==> src/rtl/sdiv_pair.sv <==
module sdiv_pair #(
  parameter int W = 16
) (
  input  logic         clk,
  input  logic         rst_n,
  input  logic         start,
  input  logic [W-1:0] op_hi,
  input  logic [W-1:0] op_lo,
  input  logic [W-1:0] op_div,
  output logic         busy,
  output logic         done,
  output logic         wr_pair,
  output logic [W-1:0] quot,
  output logic [W-1:0] rem,
  output logic         flag_n,
  output logic         flag_z,
  output logic         flag_v,
  output logic         flag_c
);
  localparam int CW = $clog2(2*W+1);
  localparam logic [2*W-1:0] LIM = {{W{1'b0}}, 1'b1, {(W-1){1'b0}}};

  logic [CW-1:0]  cnt;
  logic [2*W-1:0] acc;
  logic [W:0]     part;
  logic [W-1:0]   dmag;
  logic           sa, sb;

  wire [2*W-1:0] dvd     = {op_hi, op_lo};
  wire [2*W-1:0] dvd_mag = dvd[2*W-1] ? -dvd : dvd;
  wire [W-1:0]   div_mag = op_div[W-1] ? -op_div : op_div;
  wire [W:0]     trial   = {part[W-1:0], acc[2*W-1]};
  wire           fits    = trial >= {1'b0, dmag};
  wire           dz      = (dmag == '0);
  wire           qneg    = sa ^ sb;
  wire           ovf     = qneg ? (acc > LIM) : (acc >= LIM);
  wire           last    = busy && (cnt == '0);
  wire [W-1:0]   qmag    = acc[W-1:0];
  wire [W-1:0]   rmag    = part[W-1:0];

  always_ff @(posedge clk or negedge rst_n) begin
    if (!rst_n) begin
      busy <= 1'b0; done <= 1'b0; wr_pair <= 1'b0;
      cnt <= '0; acc <= '0; part <= '0; dmag <= '0; sa <= 1'b0; sb <= 1'b0;
      quot <= '0; rem <= '0;
      flag_n <= 1'b0; flag_z <= 1'b0; flag_v <= 1'b0; flag_c <= 1'b0;
    end else begin
      done    <= 1'b0;
      wr_pair <= 1'b0;
      if (!busy) begin
        if (start) begin
          busy <= 1'b1;
          cnt  <= CW'(2*W);
          acc  <= dvd_mag;
          part <= '0;
          dmag <= div_mag;
          sa   <= op_hi[W-1];
          sb   <= op_div[W-1];
        end
      end else if (cnt != '0) begin
        part <= fits ? trial - {1'b0, dmag} : trial;
        acc  <= {acc[2*W-2:0], fits};
        cnt  <= cnt - 1'b1;
      end else begin
        busy <= 1'b0;
        done <= 1'b1;
        if (dz) begin
          flag_v <= 1'b1;
          flag_c <= 1'b1;
        end else begin
          flag_c <= 1'b0;
          flag_n <= qneg && (acc != '0);
          flag_z <= (acc == '0);
          if (ovf) begin
            flag_v <= 1'b1;
          end else begin
            flag_v  <= 1'b0;
            wr_pair <= 1'b1;
            quot    <= qneg ? -qmag : qmag;
            rem     <= sa ? -rmag : rmag;
          end
        end
      end
    end
  end

  p_busy_rise_r6: assert property (@(posedge clk) disable iff (!rst_n)
    (start && !busy) |=> busy);
  p_done_pulse_r6: assert property (@(posedge clk) disable iff (!rst_n)
    done |=> !done);
  p_done_idle_r6: assert property (@(posedge clk) disable iff (!rst_n)
    done |-> !busy);
  p_write_ok_r2: assert property (@(posedge clk) disable iff (!rst_n)
    wr_pair |-> (done && !flag_v && !flag_c));
  p_zero_div_r3: assert property (@(posedge clk) disable iff (!rst_n)
    (last && dz) |=> (done && flag_v && flag_c && !wr_pair));
  p_no_ovf_write_r4: assert property (@(posedge clk) disable iff (!rst_n)
    (last && !dz && ovf) |=> (done && flag_v && !flag_c && !wr_pair));
  p_hold_ops_r7: assert property (@(posedge clk) disable iff (!rst_n)
    (busy && start) |=> ($stable(dmag) && $stable(sa) && $stable(sb)));
endmodule

==> config.mk <==
export PLATFORM = sky130hd
export DESIGN_NAME = sdiv_pair
export DESIGN_NICKNAME = d
export VERILOG_FILES = /design/src/rtl/sdiv_pair.sv
export SDC_FILE = /design/constraint.sdc
export NUM_CORES = 1
export LEC_CHECK = 0
export BUFFER_PORTS_ARGS = -buffer_cell sky130_fd_sc_hd__buf_2
export CAP_MARGIN = 20
export CORE_MARGIN = 4
export CORE_UTILIZATION = 60
export DETAILED_ROUTE_END_ITERATION = 7
export PLACE_DENSITY = 0.93
export SLEW_MARGIN = 20
export SYNTH_ARGS = -nofsm -noshare
export SYNTH_HDL_FRONTEND = slang
export SYNTH_SLANG_ARGS = --single-unit
==> constraint.sdc <==
create_clock -name clk -period 7.3 [get_ports clk]
set_input_delay 0 -clock clk [delete_from_list [all_inputs] [get_ports clk]]
set_output_delay 0 -clock clk [all_outputs]
set_load 0.1 [all_outputs]
==> out/qor.csv, run 1 <==
metric;value;unit
first_pass_iters;6;
p_leak;3.65;nW
nFillCells;844;
clock.fmax;301;MHz
synth_cell_types;60;
layout_common_cells;nand2_1, dfrtp_1, buf_2, o21ai_0, xor2_1;
min_period_over_period;0.455;
r2r_end;acc[23];
cp-start-kind;flip-flop;
path_clk_slew;0.07;ns
critPathRequiredTime;7.53;ns
grt_pass1_vias;6138;
drtIter0Drc;653;
p_sw_frac;0.475;
wl_per_cell;17.0;um
antenna_found_initial;0;
violations;hold timing;
tns;0;ns
cts_buffers;9;
synth_edf_count;0;
switchingPower;1.72;mW
cp_max_fo;50;
hold_path.class;primary input to flip-flop;
cts-root-buf;clkbuf_16;
drive_gt1_frac;0.142;
syn_area;0.00700;mm2
hold_viol_final;3;
start_util;0.613;
synth_nets;890;
synth_top_cell_by_area;dfrtp_1;
r2r_start;cnt[1];
hpwl;12200;um
holdPathStages;3;
period_needed;3.32;ns
p_seq_frac;0.319;
slowest_stage;nor2_2;
peakVddDrop;0.283;mV
hold_slack;-0.0106;ns
finish.utilization;0.701;
viasPerCell;6.22;
top_usage_layer;met2;
die_w;116;um
regToRegSetupSlack;3.98;ns
reg2regPathDepth;11;
cts_htree_levels;3;
pin_count;90;
nets;970;
fin_total_pwr;3.62;mW
drtAntennaViolNets;0;
port_buffers;89;
power.density;452;mW/mm2
final_common_cell;nand2_1;
synth_async_sr_flop_share;1.00;
cts_max_path_buffers;2;
slowest_delay;0.63;ns
cp-end-kind;flip-flop;
relSlewSlack;0.389;
maxSlewViolCount;0;
whs_endpoint;acc[19];
grt_usage;0.265;
floorplan.rows;39;
dieArea;0.0135;mm2
drv_cap;0;
die_h;116;um
netlist_top_cells_area;dfrtp_1, xor2_1, nand2_1, o21ai_0, ha_1;
worstSetupPathType;flip-flop to flip-flop;
pwr-share-clk;0.134;
route.vias.total;6501;
coreArea;0.0114;mm2
routabilityCongestion;0.895;
setup_violations;0;
setup_slack;3.98;ns
grt_max_degree;66;
ys_ff_latch;111;
cts_sinks;111;
detail_route.wirelength;17700;um
p_comb_frac;0.547;
p_int;1.90;mW
grt_pass1_wl;29000;um
synth-main-ff-cell;dfrtp_1;
insertion_delay;0.36;ns
met2_usage;0.437;
cp_num_buf_inv;4;
crit_family;simple AND/OR/NAND/NOR gates;
tritoncts;built;
min_from;op_hi[3];
finalClockSkew;0.0108;ns
grt_remaining_overflow;0;
critical_path.cell_chain;inv_1, ha_1, nand2b_1, nor4_2, nor2_4, buf_4, nor2_2, buf_4, inv_1, o21ai_0, a21oi_1;
drc_errors;0;
diodes;0;
cp.arrival;3.55;ns
rsz0062_at_grt;no;
yosysSeqAreaShare;0.397;
cts_resized;0;
avgSynthCellArea;8.57;um2
yosysTopAreaCellShare;0.397;
yosysWarnings;0;
place_ws;3.92;ns
use_met1;0.355;
status;complete, but fails checks;
tightest_slew;0.917;ns
synthCells;817;
use_met3;0.0402;
area.growth.synth_to_final;14.4;%
==> synth_stat cells (all sizes together) (5+ instances only) <==
master and instances:
nand2b 9, or3 11, o21ai 89, nand4 7, xnor2 31, o221ai 8, a22oi 5, a32oi 5
a31oi 9, o21a 7, xor2 54, nor2 38, nand2 125, nor2b 8, a21oi 47, nor4 19
o41ai 11, dfrtp 111, or4 8, clkbuf 41, o311ai 6, nand3 25, nor3 15, ha 21
inv 38, mux2i 11, o31ai 14
==> power by group through the flow <==
stage               Clock, mW  Combinational (mW)  Sequential [mW]
floorplan                   0                1.50             1.11
global placement            0                1.87             1.13
detailed placement          0                1.92             1.15
CTS                     0.488                1.95             1.14
global route            0.515                2.20             1.18
finish                  0.486                1.98             1.15
==> what timing repair did <==
action / CTS / global route
hold buffers: 16 / 0
setup buffers: 0 / 0
endpoints found under the hold margin: 63 / 0
==> worst max path at each step <==
stage | startpoint | to | slack, ns | cells past startpoint
after floorplan | part[8] | part[4] | 4.62 | 11
after global placement | cnt[0] | acc[29] | 4.02 | 11
after detailed placement | cnt[0] | acc[23] | 3.92 | 11
after CTS | cnt[1] | acc[23] | 3.73 | 11
after global routing | cnt[1] | acc[11] | 3.67 | 11
final | cnt[1] | acc[23] | 3.98 | 11
==> registers in the layout, indices dropped and copies added (netlist names) <==
signal   flops
flag_n       1
sa           1
flag_c       1
wr_pair      1
flag_v       1
done         1
part        16
sb           1
dmag        16
rem         16
quot        16
cnt          6
acc         32
flag_z       1
busy         1
==> routing by layer <==
| metal | part of all wire | wire length, um | up-vias |
|---|---|---|---|
| met4 | 0.030 | 540 | 0 |
| met2 | 0.47 | 8270 | 329 |
| li1 | - | - | 3081 |
| met1 | 0.42 | 7440 | 3038 |
| met3 | 0.084 | 1490 | 53 |
| met5 | 0 | 0 | - |
==> stage by stage <==
step / instance area (um2) / std cells / hold slack (ns)
floorplan: 7000 / 817 / -0.296
global placement: 7520 / 1012 / 0.0321
detailed placement: 7520 / 1012 / 0.0302
CTS: 7970 / 1044 / 0.000462
global route: 8010 / 1045 / 0.00872
finish: 8010 / 1045 / -0.0106
==> kinds of logic after synthesis <==
group | synth area share
AOI/OAI and AO/OA | 0.205
xor gates and xnor gates | 0.107
adders and majority gates | 0.0404
buffers and inverters | 0.0450
DFF | 0.397
muxes | 0.0173
and+or+nand+nor | 0.188
==> final cells by class <==
class | count | area, um2 | share of cell area
multi-input cells | 624 | 3930 | 0.490
repair buffers | 113 | 688 | 0.0860
clock buffers | 10 | 229 | 0.0286
inverters | 38 | 143 | 0.0178
flip-flops and latches | 111 | 2780 | 0.347
clock inverters | 6 | 62.6 | 0.00781
well taps | 143 | 179 | 0.0224
==> worst reg2reg max path, cell delays in order, from the launching register on <==
cell	delay, ns
dfrtp_1	0.41
inv_1	0.07
ha_1	0.16
nand2b_1	0.09
nor4_2	0.58
nor2_4	0.03
buf_4	0.32
nor2_2	0.63
buf_4	0.37
inv_1	0.23
o21ai_0	0.24
a21oi_1	0.06
(Power assumes the default switching activity.)
==> run 2, diff against run 1 <==
--- a/config.mk
+++ b/config.mk
@@ -8,9 +8,9 @@
 export BUFFER_PORTS_ARGS = -buffer_cell sky130_fd_sc_hd__buf_2
 export CAP_MARGIN = 20
 export CORE_MARGIN = 4
-export CORE_UTILIZATION = 60
+export CORE_UTILIZATION = 53
 export DETAILED_ROUTE_END_ITERATION = 7
-export PLACE_DENSITY = 0.93
+export PLACE_DENSITY = 0.88
 export SLEW_MARGIN = 20
 export SYNTH_ARGS = -nofsm -noshare
 export SYNTH_HDL_FRONTEND = slang
==> constraint.sdc (replaced) <==
create_clock -name clk -period 2.8 [get_ports clk]
set_input_delay 0 -clock clk [delete_from_list [all_inputs] [get_ports clk]]
set_output_delay 0 -clock clk [all_outputs]
set_load 0.1 [all_outputs]
==> run 2 against run 1 <==
Against the previous run: the flow still finishes with violations (hold timing); final area increased by 2.2%; sequential share of layout area is 0.76 points lower; hold slack gained 0.0058 ns; via count down 0.26%; critical path depth shrank 1; critical path type unchanged.
==> out/qor.csv, run 2 (synthesized netlist as in run 1, its figures left out) <==
metric;value;unit
layout_common_cells;nand2_1, dfrtp_1, buf_2, o21ai_0, xor2_1;
grt_remaining_overflow;0;
cp-end-kind;flip-flop;
viasPerCell;5.95;
slowest_stage;dfrtp_1;
detail_route.wirelength;17700;um
place_ws;0.232;ns
area.growth.synth_to_final;16.9;%
coreArea;0.0128;mm2
placed_area;0.00774;mm2
first_pass_iters;6;
hold_path.class;primary input to flip-flop;
drtAntennaViolNets;0;
cts_sinks;111;
die_h;123;um
route.vias.total;6484;
nets;986;
tns;0;ns
r2r_end;quot[10];
cp_common_cell;nand2_1;
postCtsSetupBuffers;0;
slowest_delay;0.42;ns
setup_violations;0;
period_needed;2.62;ns
worstSetupPathType;flip-flop to flip-flop;
floorplan.rows;41;
cp_max_fo;65;
r2r_start;cnt[0];
fin_total_pwr;9.79;mW
violations;hold timing;
drive_gt1_frac;0.158;
nFillCells;1004;
critPathRequiredTime;3.02;ns
setup_slack;0.183;ns
power.density;1200;mW/mm2
die_w;123;um
largest-register;acc;
min_period_over_period;0.935;
grt_pass1_wl;29700;um
pin_count;90;
dieArea;0.0151;mm2
hold_viol_final;5;
drc_errors;0;
diodes;0;
peakVddDrop;0.493;mV
rsz0062_at_grt;no;
hpwl;12900;um
hold_slack;-0.00474;ns
critical_path.cell_chain;inv_1, ha_1, nand2b_1, nor4_1, and2_1, nand2_1, or3b_1, buf_4, nand2_1, o21ai_0;
insertion_delay;0.36;ns
start_util;0.548;
regToRegSetupSlack;0.18;ns
status;complete, but fails checks;
routabilityCongestion;0.915;
finalClockSkew;0.00635;ns
reg2regPathDepth;10;
crit_family;simple AND/OR/NAND/NOR gates;
grt_max_degree;66;
drtIter0Drc;656;
port_buffers;89;
wl_per_cell;16.2;um
cts-root-buf;clkbuf_16;
largest_register_ffs;32;
whs_endpoint;dmag[3];
p_leak;3.74;nW
cp-start-kind;flip-flop;
cp_num_buf_inv;2;
clock.fmax;382;MHz
min_from;op_div[3];
drv_cap;0;
tightest_slew;0.607;ns
cts_buffers;9;
grt_usage;0.244;
tritoncts;built;
fin_area;0.00818;mm2
startpoint;cnt[0];
path_clk_slew;0.08;ns
maxSlewViolCount;0;
final_common_cell;nand2_1;
relSlewSlack;0.595;
fin_cells;1090;
dp.cells;1060;
antenna_found_initial;0;
holdPathStages;3;
grt_pass1_vias;6179;
cts_htree_levels;3;
cp.arrival;2.84;ns
cts_max_path_buffers;2;
[run 2: cell count changes in the layout (fill, tap and decap cells not counted), moves of 2 or more]
cell,previous run,this run
buf_4,8,24
buf_12,0,3
clkinv_4,2,0
dlygate4sd3_1,16,14
[run 2: tightest hold or removal path: cells and delay by family]
kind	cells	cell delay (ns)
buffers and inverters	1	0.11
AOI/OAI and AO/OA	1	0.13
xor gates and xnor gates	1	0.07
[run 2: worst max-delay path by stage]
stage | end | slack, ns | depth (start not counted)
5_1_grt | rem[0] | 0.01 | 10
3_5_place_dp | part[4] | 0.23 | 10
3_3_place_gp | acc[30] | 0.35 | 8
4_1_cts | part[4] | 0.21 | 10
6_report | quot[10] | 0.18 | 10
2_1_floorplan | part[4] | 0.12 | 11
[run 2: where the power goes]
group	internal [mW]	total (mW)	switching, mW
logic	2.35	5.56	3.20
registers	2.20	2.89	0.690
clock network	0.730	1.34	0.615
[run 2: timing repair]
| item | in CTS | in global routing |
|---|---|---|
| hold buffers | 14 | 0 |
| hold endpoints to repair | 61 | 0 |
| gates resized for setup | 0 | 1 |
| endpoints found under the setup margin | 0 | 2 |
[run 2: through the flow]
stage	utilization	hold WS (ns)
global route	0.641	0.0143
detailed placement	0.606	0.0521
global placement	0.606	0.0448
CTS	0.641	0.00170
floorplan	-	-0.296
finish	0.641	-0.00474
[run 2: layout make-up]
type,count,area (um2),area share
clock buffers,11,243,0.0297
repair buffers,129,821,0.100
inverters,38,143,0.0174
clock inverters,5,63.8,0.00780
well taps,172,215,0.0263
multi-input cells,624,3920,0.479
flip-flops and latches,111,2780,0.339
[run 2: metal layers]
metal,vias to the layer above,global-route usage,part of all wire
met4,0,0.0868,0.019
met3,32,0.0361,0.071
met2,268,0.395,0.47
met5,-,0,0
li1,3115,-,-
met1,3069,0.337,0.44
==> run 3, diff against run 2 <==
--- a/config.mk
+++ b/config.mk
@@ -10,7 +10,7 @@
 export CORE_MARGIN = 4
 export CORE_UTILIZATION = 53
 export DETAILED_ROUTE_END_ITERATION = 7
-export PLACE_DENSITY = 0.88
+export PLACE_DENSITY = 0.76
 export SLEW_MARGIN = 20
 export SYNTH_ARGS = -nofsm -noshare
 export SYNTH_HDL_FRONTEND = slang
==> run 3 against run 2 <==
Against the previous run: the run now ends clean; final cell count increased by 0.18%; combinational power decreased by 3%; worst setup slack improved by 0.049 ns; power decreased by 2.2%; final area increased by 0.14%; critical path type unchanged; highest routed layer unchanged; clock skew increased by 0.0019 ns; largest power group unchanged; sequential power about the same.
==> out/qor.csv, run 3 (synthesized netlist as in run 1, its figures left out) <==
metric;value;unit
status;completed;
cts-root-buf;clkbuf_16;
pin_count;90;
grt_pass1_wl;27800;um
coreArea;0.0128;mm2
nFillCells;1088;
cts_sinks;111;
clock.fmax;389;MHz
hold_path.class;primary input to flip-flop;
grt_pass1_vias;5567;
path_clk_slew;0.07;ns
area.growth.synth_to_final;17.1;%
hold_viol_final;0;
first_pass_iters;5;
p_seq_frac;0.304;
wl_per_cell;15.4;um
rsz0062_at_grt;no;
cp.arrival;2.81;ns
largest-register;acc;
drv_cap;0;
period_needed;2.57;ns
grt_remaining_overflow;0;
tritoncts;built;
hold_slack;0.000491;ns
critPathRequiredTime;3.04;ns
diodes;0;
drc_errors;0;
worstSetupPathType;flip-flop to flip-flop;
p_sw_frac;0.456;
cts_htree_levels;3;
min_period_over_period;0.917;
die_w;123;um
nets;988;
drive_gt1_frac;0.159;
route.vias.total;6161;
largest_register_ffs;32;
relSlewSlack;0.546;
insertion_delay;0.36;ns
detail_route.wirelength;16800;um
cp-end-kind;flip-flop;
peakVddDrop;0.484;mV
final_common_cell;nand2_1;
finalClockSkew;0.00820;ns
floorplan.rows;41;
p_leak;3.74;nW
cp_max_fo;12;
setup_violations;0;
p_comb_frac;0.563;
dieArea;0.0151;mm2
routabilityCongestion;0.918;
p_int;5.21;mW
grt_max_degree;66;
port_buffers;89;
drtAntennaViolNets;0;
viasPerCell;5.64;
switchingPower;4.37;mW
cts_buffers;9;
cts_max_path_buffers;2;
pwr-share-clk;0.133;
hpwl;12500;um
antenna_found_initial;0;
layout_common_cells;nand2_1, dfrtp_1, buf_2, o21ai_0, xor2_1;
tns;0;ns
tightest_slew;0.681;ns
drtIter0Drc;445;
grt_usage;0.231;
cp-start-kind;flip-flop;
start_util;0.548;
die_h;123;um
maxSlewViolCount;0;
power.density;1170;mW/mm2
## run 3: worst max-delay path, stage by stage, from the launching register on
cell      delay [ns]
dfrtp_1         0.40
inv_1           0.13
ha_1            0.26
nor2b_1         0.14
o211ai_1        0.22
a31oi_1         0.15
a211oi_1        0.29
o21a_1          0.43
buf_4           0.24
nand3_1         0.08
o311ai_0        0.11
## run 3: per-layer routing
| layer | share of wire | vias up | wire [um] | global-route usage |
|---|---|---|---|---|
| met4 | 0.015 | 0 | 247 | 0.0742 |
| met3 | 0.049 | 18 | 829 | 0.0306 |
| met2 | 0.44 | 162 | 7430 | 0.353 |
| li1 | - | 3123 | - | - |
| met5 | 0 | - | 0 | 0 |
| met1 | 0.50 | 2858 | 8340 | 0.341 |
## run 3: final timing paths
path	slack [ns]	to	depth (start not counted)	start
worst max-delay path	0.23	part[4]	10	dmag[1]
worst min-delay path	0.0005	dmag[3]	3	op_div[3]
worst max register to register	0.23	part[4]	10	dmag[1]
worst min register to register	0.47	quot[5]	2	quot[5]
max in group asynchronous	1.83	dmag[12]	3	rst_n
min in group asynchronous	0.23	rem[4]	2	rst_n
## run 3: cell type report
cell class	instances	area, um2	area share
clock inverters	4	27.5	0.00336
clock buffers	12	267	0.0325
multi-input cells	624	3920	0.479
flip-flops and latches	111	2780	0.339
well taps	172	215	0.0263
inverters	38	143	0.0174
repair buffers	131	843	0.103
## run 3: per-stage QoR
stage	cell area (um2)	worst slack (ns)	power [mW]	utilization	std cells
2_1_floorplan	7000	0.119	6.80	-	817
3_3_place_gp	7730	0.271	8.17	0.605	1059
3_5_place_dp	7730	0.289	8.24	0.605	1059
4_1_cts	8190	0.238	9.54	0.641	1092
5_1_grt	8200	0.0298	10.4	0.642	1092
6_report	8200	0.232	9.57	0.642	1092
## run 3: what timing repair did
item / 4_1_cts / 5_1_grt
setup buffers: 0 / 0
endpoints found under the setup margin: 0 / 3
hold buffers: 17 / 0
gates resized for setup: 0 / 1
hold endpoints to repair: 72 / 0
## run 3: power by group through the flow
stage                     Combinational, mW  Sequential [mW]  Clock [mW]
after global placement                 5.27             2.90           0
after CTS                              5.36             2.89        1.28
after floorplan                        3.91             2.89           0
after detailed placement               5.33             2.92           0
after global routing                   6.03             2.99        1.35
final                                  5.39             2.91        1.27
